===== src/rtl/servo_width_digitizer.sv =====
module servo_width_digitizer #(
  parameter int TICK_DIV     = 256,
  parameter int FILT_LEN     = 4,
  parameter int OFFSET_TICKS = 15,
  parameter int CODE_W       = 4
) (
  input  logic              clk,
  input  logic              rst,
  input  logic              pulse_in,
  output logic [CODE_W-1:0] code_o,
  output logic              code_vld
);

  localparam int DIV_W = (TICK_DIV > 1) ? $clog2(TICK_DIV) : 1;
  localparam int FLT_W = $clog2(FILT_LEN + 1);
  localparam int OFF_W = $clog2(OFFSET_TICKS + 1);
  localparam logic [CODE_W-1:0] CODE_MAX = {CODE_W{1'b1}};
  localparam logic [DIV_W-1:0]  DIV_LAST = DIV_W'(TICK_DIV - 1);
  localparam logic [FLT_W-1:0]  FLT_LAST = FLT_W'(FILT_LEN - 1);
  localparam logic [OFF_W-1:0]  OFF_LAST = OFF_W'(OFFSET_TICKS - 1);

  logic [DIV_W-1:0] div_cnt;
  logic             tick;

  always_ff @(posedge clk) begin
    if (rst || div_cnt == DIV_LAST) div_cnt <= '0;
    else                            div_cnt <= div_cnt + 1'b1;
  end
  assign tick = (div_cnt == DIV_LAST);

  logic             in_meta, in_sync, filt, filt_d;
  logic [FLT_W-1:0] stab_cnt;

  always_ff @(posedge clk) begin
    if (rst) begin
      in_meta  <= 1'b0;
      in_sync  <= 1'b0;
      filt     <= 1'b0;
      filt_d   <= 1'b0;
      stab_cnt <= '0;
    end else begin
      in_meta <= pulse_in;
      in_sync <= in_meta;
      filt_d  <= filt;
      if (in_sync == filt) begin
        stab_cnt <= '0;
      end else if (stab_cnt == FLT_LAST) begin
        filt     <= in_sync;
        stab_cnt <= '0;
      end else begin
        stab_cnt <= stab_cnt + 1'b1;
      end
    end
  end

  logic              rise, meas, clr, count_en, start;
  logic [OFF_W-1:0]  off_cnt;
  logic [CODE_W-1:0] frac;

  assign rise     = filt & ~filt_d;
  assign clr      = rise & meas;
  assign count_en = filt_d & meas & tick;

  always_ff @(posedge clk) begin
    if (rst) begin
      meas     <= 1'b0;
      start    <= 1'b0;
      off_cnt  <= '0;
      frac     <= '0;
      code_o   <= '0;
      code_vld <= 1'b0;
    end else begin
      code_vld <= 1'b0;
      if (rise) meas <= ~meas;
      if (clr) begin
        code_o   <= frac;
        code_vld <= 1'b1;
        start    <= 1'b0;
        off_cnt  <= '0;
        frac     <= '0;
      end else if (count_en) begin
        if (!start) begin
          off_cnt <= off_cnt + 1'b1;
          if (off_cnt == OFF_LAST) start <= 1'b1;
        end else if (frac != CODE_MAX) begin
          frac <= frac + 1'b1;
        end
      end
    end
  end

  AST_FILT_NEEDS_SYNC: assert property (@(posedge clk) disable iff (rst)
    (filt != $past(filt)) |-> ($past(in_sync) == filt));
  AST_FRAC_AFTER_START: assert property (@(posedge clk) disable iff (rst)
    !start |-> (frac == '0));
  AST_FRAC_SATURATES: assert property (@(posedge clk) disable iff (rst)
    (frac == CODE_MAX && !clr) |=> (frac == CODE_MAX));
  AST_CLEAR_AFTER_LATCH: assert property (@(posedge clk) disable iff (rst)
    clr |=> (frac == '0 && !start && off_cnt == '0));
  AST_VLD_ONE_CYCLE: assert property (@(posedge clk) disable iff (rst)
    code_vld |=> !code_vld);
  AST_VLD_ON_LATCH_EDGE: assert property (@(posedge clk) disable iff (rst)
    code_vld |-> ($past(rise) && !meas));
  AST_CODE_HOLDS: assert property (@(posedge clk) disable iff (rst)
    !code_vld |-> $stable(code_o));

endmodule


===== config.mk =====
export PLATFORM = sky130hd
export DESIGN_NAME = servo_width_digitizer
export DESIGN_NICKNAME = d
export VERILOG_FILES = /design/src/rtl/servo_width_digitizer.sv
export SDC_FILE = /design/constraint.sdc
export NUM_CORES = 1
export LEC_CHECK = 0
export ABC_AREA = 1
export BUFFER_PORTS_ARGS = -buffer_cell sky130_fd_sc_hd__buf_4
export CORE_ASPECT_RATIO = 1.25
export CORE_UTILIZATION = 55
export CTS_CLUSTER_SIZE = 28
export DETAILED_ROUTE_END_ITERATION = 8
export PLACE_DENSITY = 0.73
export SLEW_MARGIN = 10
export SYNTH_ARGS = -nofsm -noshare
export SYNTH_HDL_FRONTEND = slang
export SYNTH_SLANG_ARGS = --single-unit

===== constraint.sdc =====
create_clock -name clk -period 2.5 [get_ports clk]
set_clock_uncertainty 0.2 [all_clocks]
set_input_delay 0 -clock clk [delete_from_list [all_inputs] [get_ports clk]]
set_output_delay 0 -clock clk [all_outputs]
set_load 0.01 [all_outputs]

==> results of run 1 <==
==> final cells by class <==
cell class	instances	area (sq um)
fillers	197	707
flip-flops and latches	30	601
multi-input cells	106	571
inverters	23	86.3
repair buffers	9	72.6
clock inverters	2	60.1
clock buffers	6	51.3
well taps	31	38.8
==> stage by stage <==
| step | cell area (sq um) | setup WS [ns] | utilization |
|---|---|---|---|
| 2_1_floorplan | 1270 | 1.01 | - |
| 3_3_place_gp | 1350 | 0.938 | 0.617 |
| 3_5_place_dp | 1350 | 0.887 | 0.617 |
| 4_1_cts | 1480 | 0.883 | 0.677 |
| 5_1_grt | 1480 | 0.728 | 0.677 |
| 6_report | 1480 | 0.890 | 0.677 |
==> power by group through the flow <==
stage	Clock, W	Sequential (W)	Combinational, W
after floorplan	0	0.000497	0.0000181
final	0.000504	0.000487	0.0000249
after CTS	0.000518	0.000487	0.0000254
after detailed placement	0	0.000498	0.0000231
after global routing	0.000540	0.000488	0.0000288
after global placement	0	0.000498	0.0000225
==> state kept, by name, summed over array words and instances (netlist names) <==
| signal | count |
|---|---|
| meas | 1 |
| filt_d | 1 |
| in_meta | 1 |
| code_o | 4 |
| div_cnt | 8 |
| filt | 1 |
| off_cnt | 4 |
| in_sync | 1 |
| code_vld | 1 |
| frac | 4 |
| start | 1 |
| stab_cnt | 3 |
==> placed cells by master (no fill, tap or decap), types with 5 or more instances in the layout <==
master / synthesis / final
sky130_fd_sc_hd__a21oi_1: 9 / 9
sky130_fd_sc_hd__buf_4: 0 / 7
sky130_fd_sc_hd__clkbuf_4: 0 / 5
sky130_fd_sc_hd__nor2_1: 27 / 27
sky130_fd_sc_hd__nand2_1: 29 / 29
sky130_fd_sc_hd__dfxtp_1: 30 / 30
sky130_fd_sc_hd__inv_2: 5 / 5
sky130_fd_sc_hd__inv_1: 18 / 18
sky130_fd_sc_hd__ha_1: 6 / 6
sky130_fd_sc_hd__nand3_1: 9 / 9
==> worst reg2reg max path, stage by stage (launching register included) <==
cell	delay, ns
sky130_fd_sc_hd__dfxtp_1	0.36
sky130_fd_sc_hd__ha_1	0.17
sky130_fd_sc_hd__nand2_1	0.11
sky130_fd_sc_hd__nor2_4	0.15
sky130_fd_sc_hd__nand3_2	0.13
sky130_fd_sc_hd__nor2_4	0.19
sky130_fd_sc_hd__inv_2	0.07
sky130_fd_sc_hd__nor2_1	0.08
sky130_fd_sc_hd__nor2_1	0.05
==> per-layer routing <==
metal	wire, um	share of wire	vias to the layer above	global-route usage
met5	0	0	-	0
met4	71	0.037	0	0.143
met3	63	0.033	8	0.0584
met2	968	0.50	13	0.325
met1	834	0.43	449	0.190
li1	-	-	529	-
==> worst max path at each step <==
stage	endpoint	slack [ns]	cells after the start
2_1_floorplan	off_cnt[2]	1.01	8
3_3_place_gp	off_cnt[0]	0.94	8
3_5_place_dp	off_cnt[2]	0.89	8
4_1_cts	off_cnt[2]	0.88	8
5_1_grt	off_cnt[0]	0.73	8
6_report	off_cnt[1]	0.89	8
==> kinds of logic (layout without fill, tap and decap cells) <==
logic type	Yosys count	in the layout	synth area share
AOI/OAI and AO/OA	17	17	0.0749
buffers and inverters	24	40	0.0769
DFF	30	30	0.473
adders and majority gates	6	6	0.0592
and+or+nand+nor	81	81	0.302
xor gates and xnor gates	2	2	0.0138
==> flow_results.org, run 1 <==
** Timing
- After layout, the minimum clock period comes to 1.61 ns.
- Achievable frequency :: 621 MHz
- Setup repair after global routing left no endpoint under its margin.
- Dividing the final minimum period by the clock period gives 0.644.
- Setup violations remaining at the end of the flow were counted as 0.
- Final hold slack :: 0.198 ns
- Max-slew headroom at the worst pin :: 0.837
- Hold Vio Cnt, Final :: 0
- The number of max-slew violations in the final report came to 0.
- Summed negative setup slack over all endpoints :: 0 ns
- At the pin with the least slew margin, the transition time is 0.244 ns.

** Synth
- Synthesis instantiated 27 different standard cells from the library.
- Largest cells by area after synthesis :: sky130_fd_sc_hd__dfxtp_1 (47%), sky130_fd_sc_hd__nand2_1 (8.6%), sky130_fd_sc_hd__nor2_1 (8.0%)
- Sequential element share of the synthesized area :: 0.473
- Async set-or-reset flop fraction in the synthesized netlist :: 0
- The cell area that synthesis handed to floorplanning was 1270 sq um.
- Post-synthesis cell type with the largest combined area :: sky130_fd_sc_hd__dfxtp_1
- The most used flip-flop cell after synthesis is sky130_fd_sc_hd__dfxtp_1.
- Cell count after synthesis :: 160
- Post-synth EDFFs :: 0
- Syn. warnings :: 0
- Of the post-synthesis cell area, the dominant cell type holds 0.473.
- After synthesis, the mean cell area works out to 7.93 sq um.
- Seq cells post-synth :: 30
- In the post-synthesis netlist, the cell with the most instances is sky130_fd_sc_hd__dfxtp_1.
- Leading post-synthesis cells by instance count :: sky130_fd_sc_hd__dfxtp_1 (30), sky130_fd_sc_hd__nand2_1 (29), sky130_fd_sc_hd__nor2_1 (27)
- The number of nets in the synthesized netlist is 169.

** Placed design
- Routability-driven placement finished with a final weighted congestion of 0.773.
- Buffers placed on the I/O ports in this run total 7.
- After legalization and detailed placement, the total HPWL measured 1470 um.
- Cell total after placement :: 197

** Clocking
- Root Buffer :: sky130_fd_sc_hd__clkbuf_4
- Post-CTS Hold Fix Bufs :: 2
- Post-CTS repair timing setup buffer count :: 0
- Once the clock tree was built, the resizer swapped 0 gates to a different size.
- After clock tree synthesis, the clock-pin slew on the worst setup and hold paths is 0.09 ns.
- The later pin in the worst-skew pair is clocked with a latency of 0.33 ns.
- The number of clock buffers added by TritonCTS is 5.
- Clock sink count :: 30
- The H-tree was split into 2 levels.
- TritonCTS clock tree :: done
- Max Root-Sink Buffers :: 2

** Setup path
- In this design, the largest share of critical-path delay is due to simple AND/OR/NAND/NOR gates.
- Slack of the worst reg-to-reg path :: 0.89 ns
- Reg2Reg Depth :: 8
- Endpoint required time on the critical path :: 2.53 ns
- Crit Reg-Reg Endpoint :: off_cnt[1]
- Slowest-stage cell, CP :: sky130_fd_sc_hd__dfxtp_1
- Category of the critical setup timing path :: register to register
- The critical path starts at div_cnt[0].
- CP cell instances :: ha_1 > nand2_1 > nor2_4 > nand3_2 > nor2_4 > inv_2 > nor2_1 > nor2_1
- Kind of end point of the critical path :: register
- Number of buffers and inverters on the critical path :: 1
- STA classifies the critical path startpoint as a register.
- Of all nets on the critical path, the largest fanout is 6.
- Arrival time of the worst setup path :: 1.64 ns
- Slowest Stage Delay on Critical Path :: 0.36 ns
- The startpoint identified for the worst register-to-register timing path is div_cnt[0].

** Global route
- Maximum number of pins on one net before global-route repair :: 12
- The number of global-route vias before repair came to 959.
- Residual overflow from global routing :: 0
- Initial antenna violation count :: 0
- Global-route usage over all layers :: 0.194
- First-pass GRT wire length :: 3490 um

** Floorplan
- The total area inside the core boundary comes to 2190 sq um.
- The die is 55.7 um tall.
- Number of placement rows :: 19
- The initial utilization of the core area, before any placement, comes to 0.580.
- Pin placement for this block handled 8 I/O pins.
- Die outline area :: 2500 sq um
- The die is 45.0 um wide.

** Power and ir drop
- Power Internal :: 0.000833 W
- For this design the static power due to leakage is 0.619 nW.
- Of the total power, the share spent switching nets is 0.180.
- Power share of the sequential group :: 0.479
- Clk network pwr share :: 0.496
- Portion of total power attributed to combinational logic :: 0.025
- Power spent charging and discharging nets :: 0.000183 W
- Total power density per cell area :: 686 nW/um^2
- Total Power :: 0.00102 W
- The worst-case IR drop observed on VDD is 0.622 mV.

** Worst hold path
- In this run the worst hold path is classified as input port to register.
- The worst hold path begins at rst.
- The worst hold path terminates at in_sync.
- Hold Path Depth :: 3

** Detailed routing
- Remaining routing DRC violations :: 0
- Dividing the detail-routed wire length by the instance count gives 9.36 um.
- Antenna Nets Post-Route :: 0
- Dividing the detail-routed via count by the number of cells gives 4.83.
- The detailed router placed 999 vias in this run.
- Wires add up to 1940 um.
- TritonRoute pass-1 iters :: 4
- After the first detailed-routing iteration, the DRC count stood at 7.

** Layout
- Antenna cell count :: 0
- In the final design database the tool counted 184 nets.
- Area growth, synth to finish :: 16.7%
- Fraction of layout instances using a drive strength above 1 :: 0.176
- Number of cells in the finished layout apart from fillers :: 207

** Job
- Max-cap violations in this run came to 0.

** Status
- The run finished with clean final reports.
Note: power is estimated with default switching activity, not from simulation.
==> run 2: changes to the inputs <==
clock period = 1.6 ns   (was 2.5 ns; I/O delays follow)
==> run 2 against run 1 <==
Net effect: final area is 2.5% higher; die area stayed put; first-iteration DRC count is 110% higher; cell count is 2.4% higher; critical path depth stayed put; highest routed layer unchanged; combinational power is 95% higher; non-clock buffer count is 5 higher; worst setup slack worse by 0.83 ns; global-route usage is 1.1 points higher; critical path type unchanged.
==> flow_results.org, run 2 (same netlist as run 1, synthesis figures left out) <==
** Timing
- Achievable frequency :: 647 MHz (was 621 MHz)
- The number of max-slew violations in the final report is 0 (unchanged).
- Summed negative setup slack over all endpoints :: 0 ns (unchanged)
- Slew at the pin with the worst max-slew slack :: 0.242 ns (was 0.244 ns)
- Hold Vio Cnt, Final :: 0 (unchanged)
- Unrepaired setup endpoints after global routing: yes (was no).
- Final clock period utilization by the worst path :: 0.965 (was 0.644)
- Clock period minus worst slack :: 1.54 ns (was 1.61 ns)
- The setup-violating endpoint count in the final report came to 0 (unchanged).
- Max-slew headroom at the worst pin :: 0.838 (was 0.837)

** Global route
- Global-route usage over all layers :: 0.205 (was 0.194)
- Residual overflow from global routing :: 0 (unchanged)
- The maximum number of pins on one net before global-route repair is 12 (unchanged).
- First-pass GRT wire length :: 3800 um (was 3490 um)
- The number of antenna violations at the first check in global routing was 0 (unchanged).
- Vias in the first global route :: 1,033 (was 959)

** Detailed routing
- The DRC violations left was 0 (unchanged).
- The iteration count of the initial detailed-routing pass came to 5 (was 4).
- Overall routed net length :: 2280 um (was 1940 um)
- The total via count in the routed design is 1,062 (was 999).
- The remaining antenna violation count came to 0 (unchanged).
- The detail-routed via count per cell is 5.01 (was 4.83).
- Detailed-route wire length per cell :: 10.8 um (was 9.36 um)
- The number of DRC markers after the initial detailed-route iteration was 15 (was 7).

** Setup path
- Highest net fanout along the worst path :: 6 (unchanged)
- The register-to-register setup slack came to 0.06 ns (was 0.89 ns).
- Kind of end point of the critical path :: register (unchanged)
- The kind of critical path was register to register (unchanged).
- The data arrival time at the worst-slack endpoint came to 1.59 ns (was 1.64 ns).
- Endpoint required time on the critical path :: 1.64 ns (was 2.53 ns)
- Startpoint kind of the worst setup timing path :: register (unchanged)

** Layout
- Antenna cell count :: 0 (unchanged)
- Core utilization of the finished layout :: 0.694 (was 0.677)
- Final net count :: 189 (was 184)
- The area added between synthesis and finish was 19.6% (was 16.7%).
- Commonest non-fill, non-tap cells in the layout: sky130_fd_sc_hd__nand2_1 (28), sky130_fd_sc_hd__dfxtp_1 (28), sky130_fd_sc_hd__nor2_1 (22) (was sky130_fd_sc_hd__dfxtp_1 (30), sky130_fd_sc_hd__nand2_1 (29), sky130_fd_sc_hd__nor2_1 (27)).
- The share of cells above drive strength 1 is 0.243 (was 0.176).
- Flip-flop count of the largest register after layout :: 8 (unchanged)
- Final std cell area, no fill :: 1520 sq um (was 1480 sq um)
- The top register by number of flip-flops is div_cnt (unchanged).

** Floorplan
- The die span in x came to 45.0 um (unchanged).
- I/O pins :: 8 (unchanged)
- The area inside the core boundary is 2190 sq um (unchanged).
- The area enclosed by the die boundary is 2500 sq um (unchanged).
- Number of placement rows :: 19 (unchanged)
- The overall die height came to 55.7 um (unchanged).
- The initial standard-cell utilization of the core came to 0.580 (unchanged).

** Placed design
- The cell area after placement was 1360 sq um (was 1350 sq um).
- Routability congestion estimate from global placement :: 0.773 (unchanged)
- PortBufs :: 7 (unchanged)
- Dpl hpwl :: 1520 um (was 1470 um)

** Clocking
- Root Buffer :: sky130_fd_sc_hd__clkbuf_4 (unchanged)
- Max Root-Sink Buffers :: 2 (unchanged)
- The number of clock sinks seen by CTS is 30 (unchanged).
- The register clock-pin slew on the reported worst setup and hold paths is 0.09 ns (about the same).
- The number of levels in the clock H-tree was 2 (unchanged).
- The clock tree from TritonCTS is done (unchanged).
- The number of CTS-inserted buffers came to 5 (unchanged).
- Latest clock arrival within the worst-skew pair :: 0.34 ns (was 0.33 ns)

** Power and ir drop
- Worst supply voltage drop on vdd :: 0.731 mV (was 0.622 mV)
- The overall power of the completed layout came to 0.00128 W (was 0.00102 W).
- The power density over cell area came to 842 nW/um^2 (was 686 nW/um^2).
- Leak pwr :: 0.632 nW (was 0.619 nW)

** Worst hold path
- Type of the worst min-delay path :: input port to register (unchanged)

** Status
- Result of the run: completed (unchanged).

** Job
- The max-cap check violation count is 0 (unchanged).
run 2: worst paths after layout:
kind,startpoint,end,cells past startpoint
max,div_cnt[0],off_cnt[1],8
min reg2reg,in_meta,in_sync,2
max reg2reg,div_cnt[0],off_cnt[1],8
min,rst,in_sync,3
run 2: critical path, stage by stage, from the launching register on:
cell	delay, ns
sky130_fd_sc_hd__dfxtp_2	0.36
sky130_fd_sc_hd__ha_4	0.15
sky130_fd_sc_hd__nand2_4	0.06
sky130_fd_sc_hd__nor2_4	0.15
sky130_fd_sc_hd__nand3_4	0.11
sky130_fd_sc_hd__nor2_4	0.18
sky130_fd_sc_hd__inv_2	0.08
sky130_fd_sc_hd__nor2_2	0.10
sky130_fd_sc_hd__nor2_1	0.05
run 2: through the flow:
stage	hold slack, ns	instances	setup slack, ns
5_1_grt	0.216	212	-0.0218
4_1_cts	0.198	209	0.00955
2_1_floorplan	-0.129	160	0.114
6_report	0.203	212	0.0556
3_3_place_gp	-0.00358	198	0.0411
3_5_place_dp	0.00612	198	-0.0114
run 2: where the power goes:
part / switching, W / total (W) / internal [W]
clock network: 0.000252 / 0.000464 / 0.000212
logic: 0.0000259 / 0.0000485 / 0.0000226
registers: 0.00000794 / 0.000764 / 0.000756
total: 0.000286 / 0.00128 / 0.000991
run 2: cell type report:
cell class	instances	area [sq um]
Clock inverter	1	5.00
Multi-Input combinational cell	106	616
Timing Repair Buffer	14	114
Tap cell	31	38.8
Inverter	23	86.3
Sequential cell	30	603
Clock buffer	7	55.1
Fill cell	194	669
run 2: metal layers:
metal,part of all wire,track usage,vias to the layer above
li1,-,-,542
met1,0.38,0.188,486
met2,0.53,0.373,21
met3,0.041,0.0617,13
met4,0.049,0.117,0
met5,0,0,-
run 2: timing repair:
item	CTS	global route
buffers inserted	1	3
endpoints found under the hold margin	14	0
pin swaps	2	8
hold buffers	2	0
setup endpoints to repair	4	12
gates cloned	0	0
resized for setup	3	11
==> run 3: changes to the inputs <==
RECOVER_POWER = 25   (was unset)
==> run 3 against run 2 <==
Net effect: register-to-register slack barely moved; via count is the same; first-iteration DRC count is 6.7% higher; flip-flop and latch count stayed put; final area is 1.2% lower; wire length rose by 0.18%; power is 0.19% lower; utilization decreased by 0.86 points; cell count is the same.
==> flow_results.org, run 3 (same netlist as run 1, synthesis figures left out) <==
** Placed design
- The count of port buffers added during placement was 7 (unchanged).
- Routability congestion estimate from global placement :: 0.773 (unchanged)
- Dpl hpwl :: 1520 um (unchanged)
- The total placed cells including tap cells was 198 (unchanged).

** Detailed routing
- Antenna Nets Post-Route :: 0 (unchanged)
- TritonRoute pass-1 iters :: 5 (unchanged)
- Overall routed net length :: 2290 um (was 2280 um)
- Remaining routing DRC violations :: 0 (unchanged)
- The number of DRC markers after the initial detailed-route iteration came to 16 (was 15).
- The detail-routed net length per standard cell was 10.8 um (about the same).
- The detail-routed via count per cell is 5.01 (unchanged).
- The total via count in the routed design is 1,062 (unchanged).

** Global route
- The number of global-route vias before repair was 1,033 (unchanged).
- The first-pass GRT wire length was 3800 um (unchanged).
- Residual overflow from global routing :: 0 (unchanged)
- The global-route usage over all layers is 0.205 (unchanged).
- The maximum number of pins on one net before global-route repair was 12 (unchanged).
- Initial antenna violation count :: 0 (unchanged)

** Clocking
- The number of levels in the clock H-tree was 2 (unchanged).
- The number of buffers between clock root and the deepest sink was 2 (unchanged).
- The number of CTS-inserted buffers came to 5 (unchanged).
- Clock sink count :: 30 (unchanged)
- Clk slew on worst S/H paths :: 0.09 ns (about the same)
- Latest clock arrival within the worst-skew pair :: 0.34 ns (about the same)
- The root buffer cell is sky130_fd_sc_hd__clkbuf_4 (unchanged).
- The clock tree from TritonCTS was done (unchanged).

** Power and ir drop
- Leak pwr :: 0.612 nW (was 0.632 nW)
- The worst-case vdd ir drop was 0.731 mV (about the same).
- Total power density per cell area :: 850 nW/um^2 (was 842 nW/um^2)
- Total Power :: 0.00127 W (was 0.00128 W)

** Timing
- Slew at the pin with the worst max-slew slack :: 0.242 ns (unchanged)
- Unrepaired setup endpoints after global routing: yes (unchanged).
- Clock period minus worst slack :: 1.54 ns (about the same)
- Final clock period utilization by the worst path :: 0.965 (about the same)
- Slew Viols, Final :: 0 (unchanged)
- Achievable frequency :: 648 MHz (was 647 MHz)
- The tightest slew margin relative to the limit came to 0.838 (unchanged).
- Hold Vio Cnt, Final :: 0 (unchanged)
- The setup-violating endpoint count in the final report is 0 (unchanged).
- Summed negative setup slack over all endpoints :: 0 ns (unchanged)

** Status
- Result of the run: completed (unchanged).

** Worst hold path
- Hold wc startpoint :: in_meta (was rst)
- Type of the worst min-delay path :: register to register (was input port to register)

** Layout
- Area growth, synth to finish :: 18.1% (was 19.6%)
- Antenna cell count :: 0 (unchanged)
- Commonest non-fill, non-tap cells in the layout :: sky130_fd_sc_hd__nand2_1 (28), sky130_fd_sc_hd__dfxtp_1 (28), sky130_fd_sc_hd__nor2_1 (22) (unchanged)
- Number of cells in the finished layout apart from fillers :: 212 (unchanged)
- The number of fillers in the final layout is 204 (was 194).
- Fraction of layout instances using a drive strength above 1 :: 0.215 (was 0.243)
- Largest Register :: div_cnt (unchanged)
- The number of nets in the layout is 189 (unchanged).
- The number of flip-flops under the largest register name came to 8 (unchanged).

** Floorplan
- Number of placement rows :: 19 (unchanged)
- The initial standard-cell utilization of the core is 0.580 (unchanged).
- Vertical die dimension :: 55.7 um (unchanged)
- The die span in x was 45.0 um (unchanged).
- Total core area :: 2190 sq um (unchanged)
- The top-level port count was 8 (unchanged).
- Die outline area :: 2500 sq um (unchanged)

** Job
- The max-cap check violation count is 0 (unchanged).

** Setup path
- The launch point of the worst path was div_cnt[0] (unchanged).
- Reg-to-Reg Start :: div_cnt[0] (unchanged)
- Kind of end point of the critical path :: register (unchanged)
- The critical-path maximum fanout was 6 (unchanged).
- The slowest cell on the critical path was sky130_fd_sc_hd__dfxtp_2 (unchanged).
- Slowest Stage Delay on Critical Path :: 0.36 ns (about the same)
- Slack of the worst reg-to-reg path :: 0.06 ns (about the same)
- The critical path launch point type is a register (unchanged).
- CP cell instances: ha_4 > nand2_4 > nor2_4 > nand3_4 > nor2_4 > inv_2 > nor2_2 > nor2_1 (unchanged).
- The data arrival time at the worst-slack endpoint came to 1.59 ns (about the same).
- Category of the critical setup timing path :: register to register (unchanged)
- Cell occurring most often along the worst timing path :: sky130_fd_sc_hd__nor2_4 (unchanged)
- The critical path required time came to 1.64 ns (about the same).
-- run 3: changes by cell type in the layout (fill, tap and decap cells not counted), sizes merged --
cell / change
clkbuf: +5
buf: -5
-- run 3: path summary, 6_finish.rpt --
path	cells past startpoint	end
worst max register to register	8	off_cnt[1]
worst min register to register	2	in_sync
worst max-delay path	8	off_cnt[1]
worst min-delay path	2	in_sync
-- run 3: metal layers --
layer | global-route usage | wire length [um] | share of wire
met4 | 0.117 | 112 | 0.049
met1 | 0.188 | 871 | 0.38
met5 | 0 | 0 | 0
met2 | 0.373 | 1210 | 0.53
met3 | 0.0617 | 97 | 0.042
-- run 3: power by group --
group          internal [W]  switching [W]  total (W)
clock network      0.000212       0.000251   0.000463
registers          0.000756     0.00000794   0.000764
logic             0.0000214      0.0000259  0.0000473
-- run 3: final cells by class --
type	instances	area, sq um	share of cell area
well taps	31	38.8	0.0259
clock inverters	1	5.00	0.00334
repair buffers	14	95.1	0.0634
inverters	23	86.3	0.0576
clock buffers	7	55.1	0.0367
multi-input cells	106	616	0.411
flip-flops and latches	30	603	0.402
-- run 3: through the flow --
step           utilization  hold WS [ns]  setup slack (ns)  cell area, sq um
2_1_floorplan            -        -0.129             0.114              1270
3_3_place_gp         0.620      -0.00358            0.0411              1360
3_5_place_dp         0.620       0.00612           -0.0114              1360
4_1_cts              0.665         0.198           0.00955              1460
5_1_grt              0.685         0.239           -0.0218              1500
6_report             0.685         0.214            0.0558              1500
-- run 3: timing repair --
item | 4_1_cts | 5_1_grt
endpoints found under the setup margin | 4 | 12
resized for setup | 3 | 11
setup buffers | 1 | 3
hold buffers | 2 | 0
hold endpoints to repair | 14 | 0
pin swaps | 2 | 8
-- run 3: worst max-delay path, delay by kind of cell (launching register included) --
kind | cells | cell delay [ns]
and+or+nand+nor | 6 | 0.65
adders and majority gates | 1 | 0.15
buffers and inverters | 1 | 0.08
DFF | 1 | 0.36
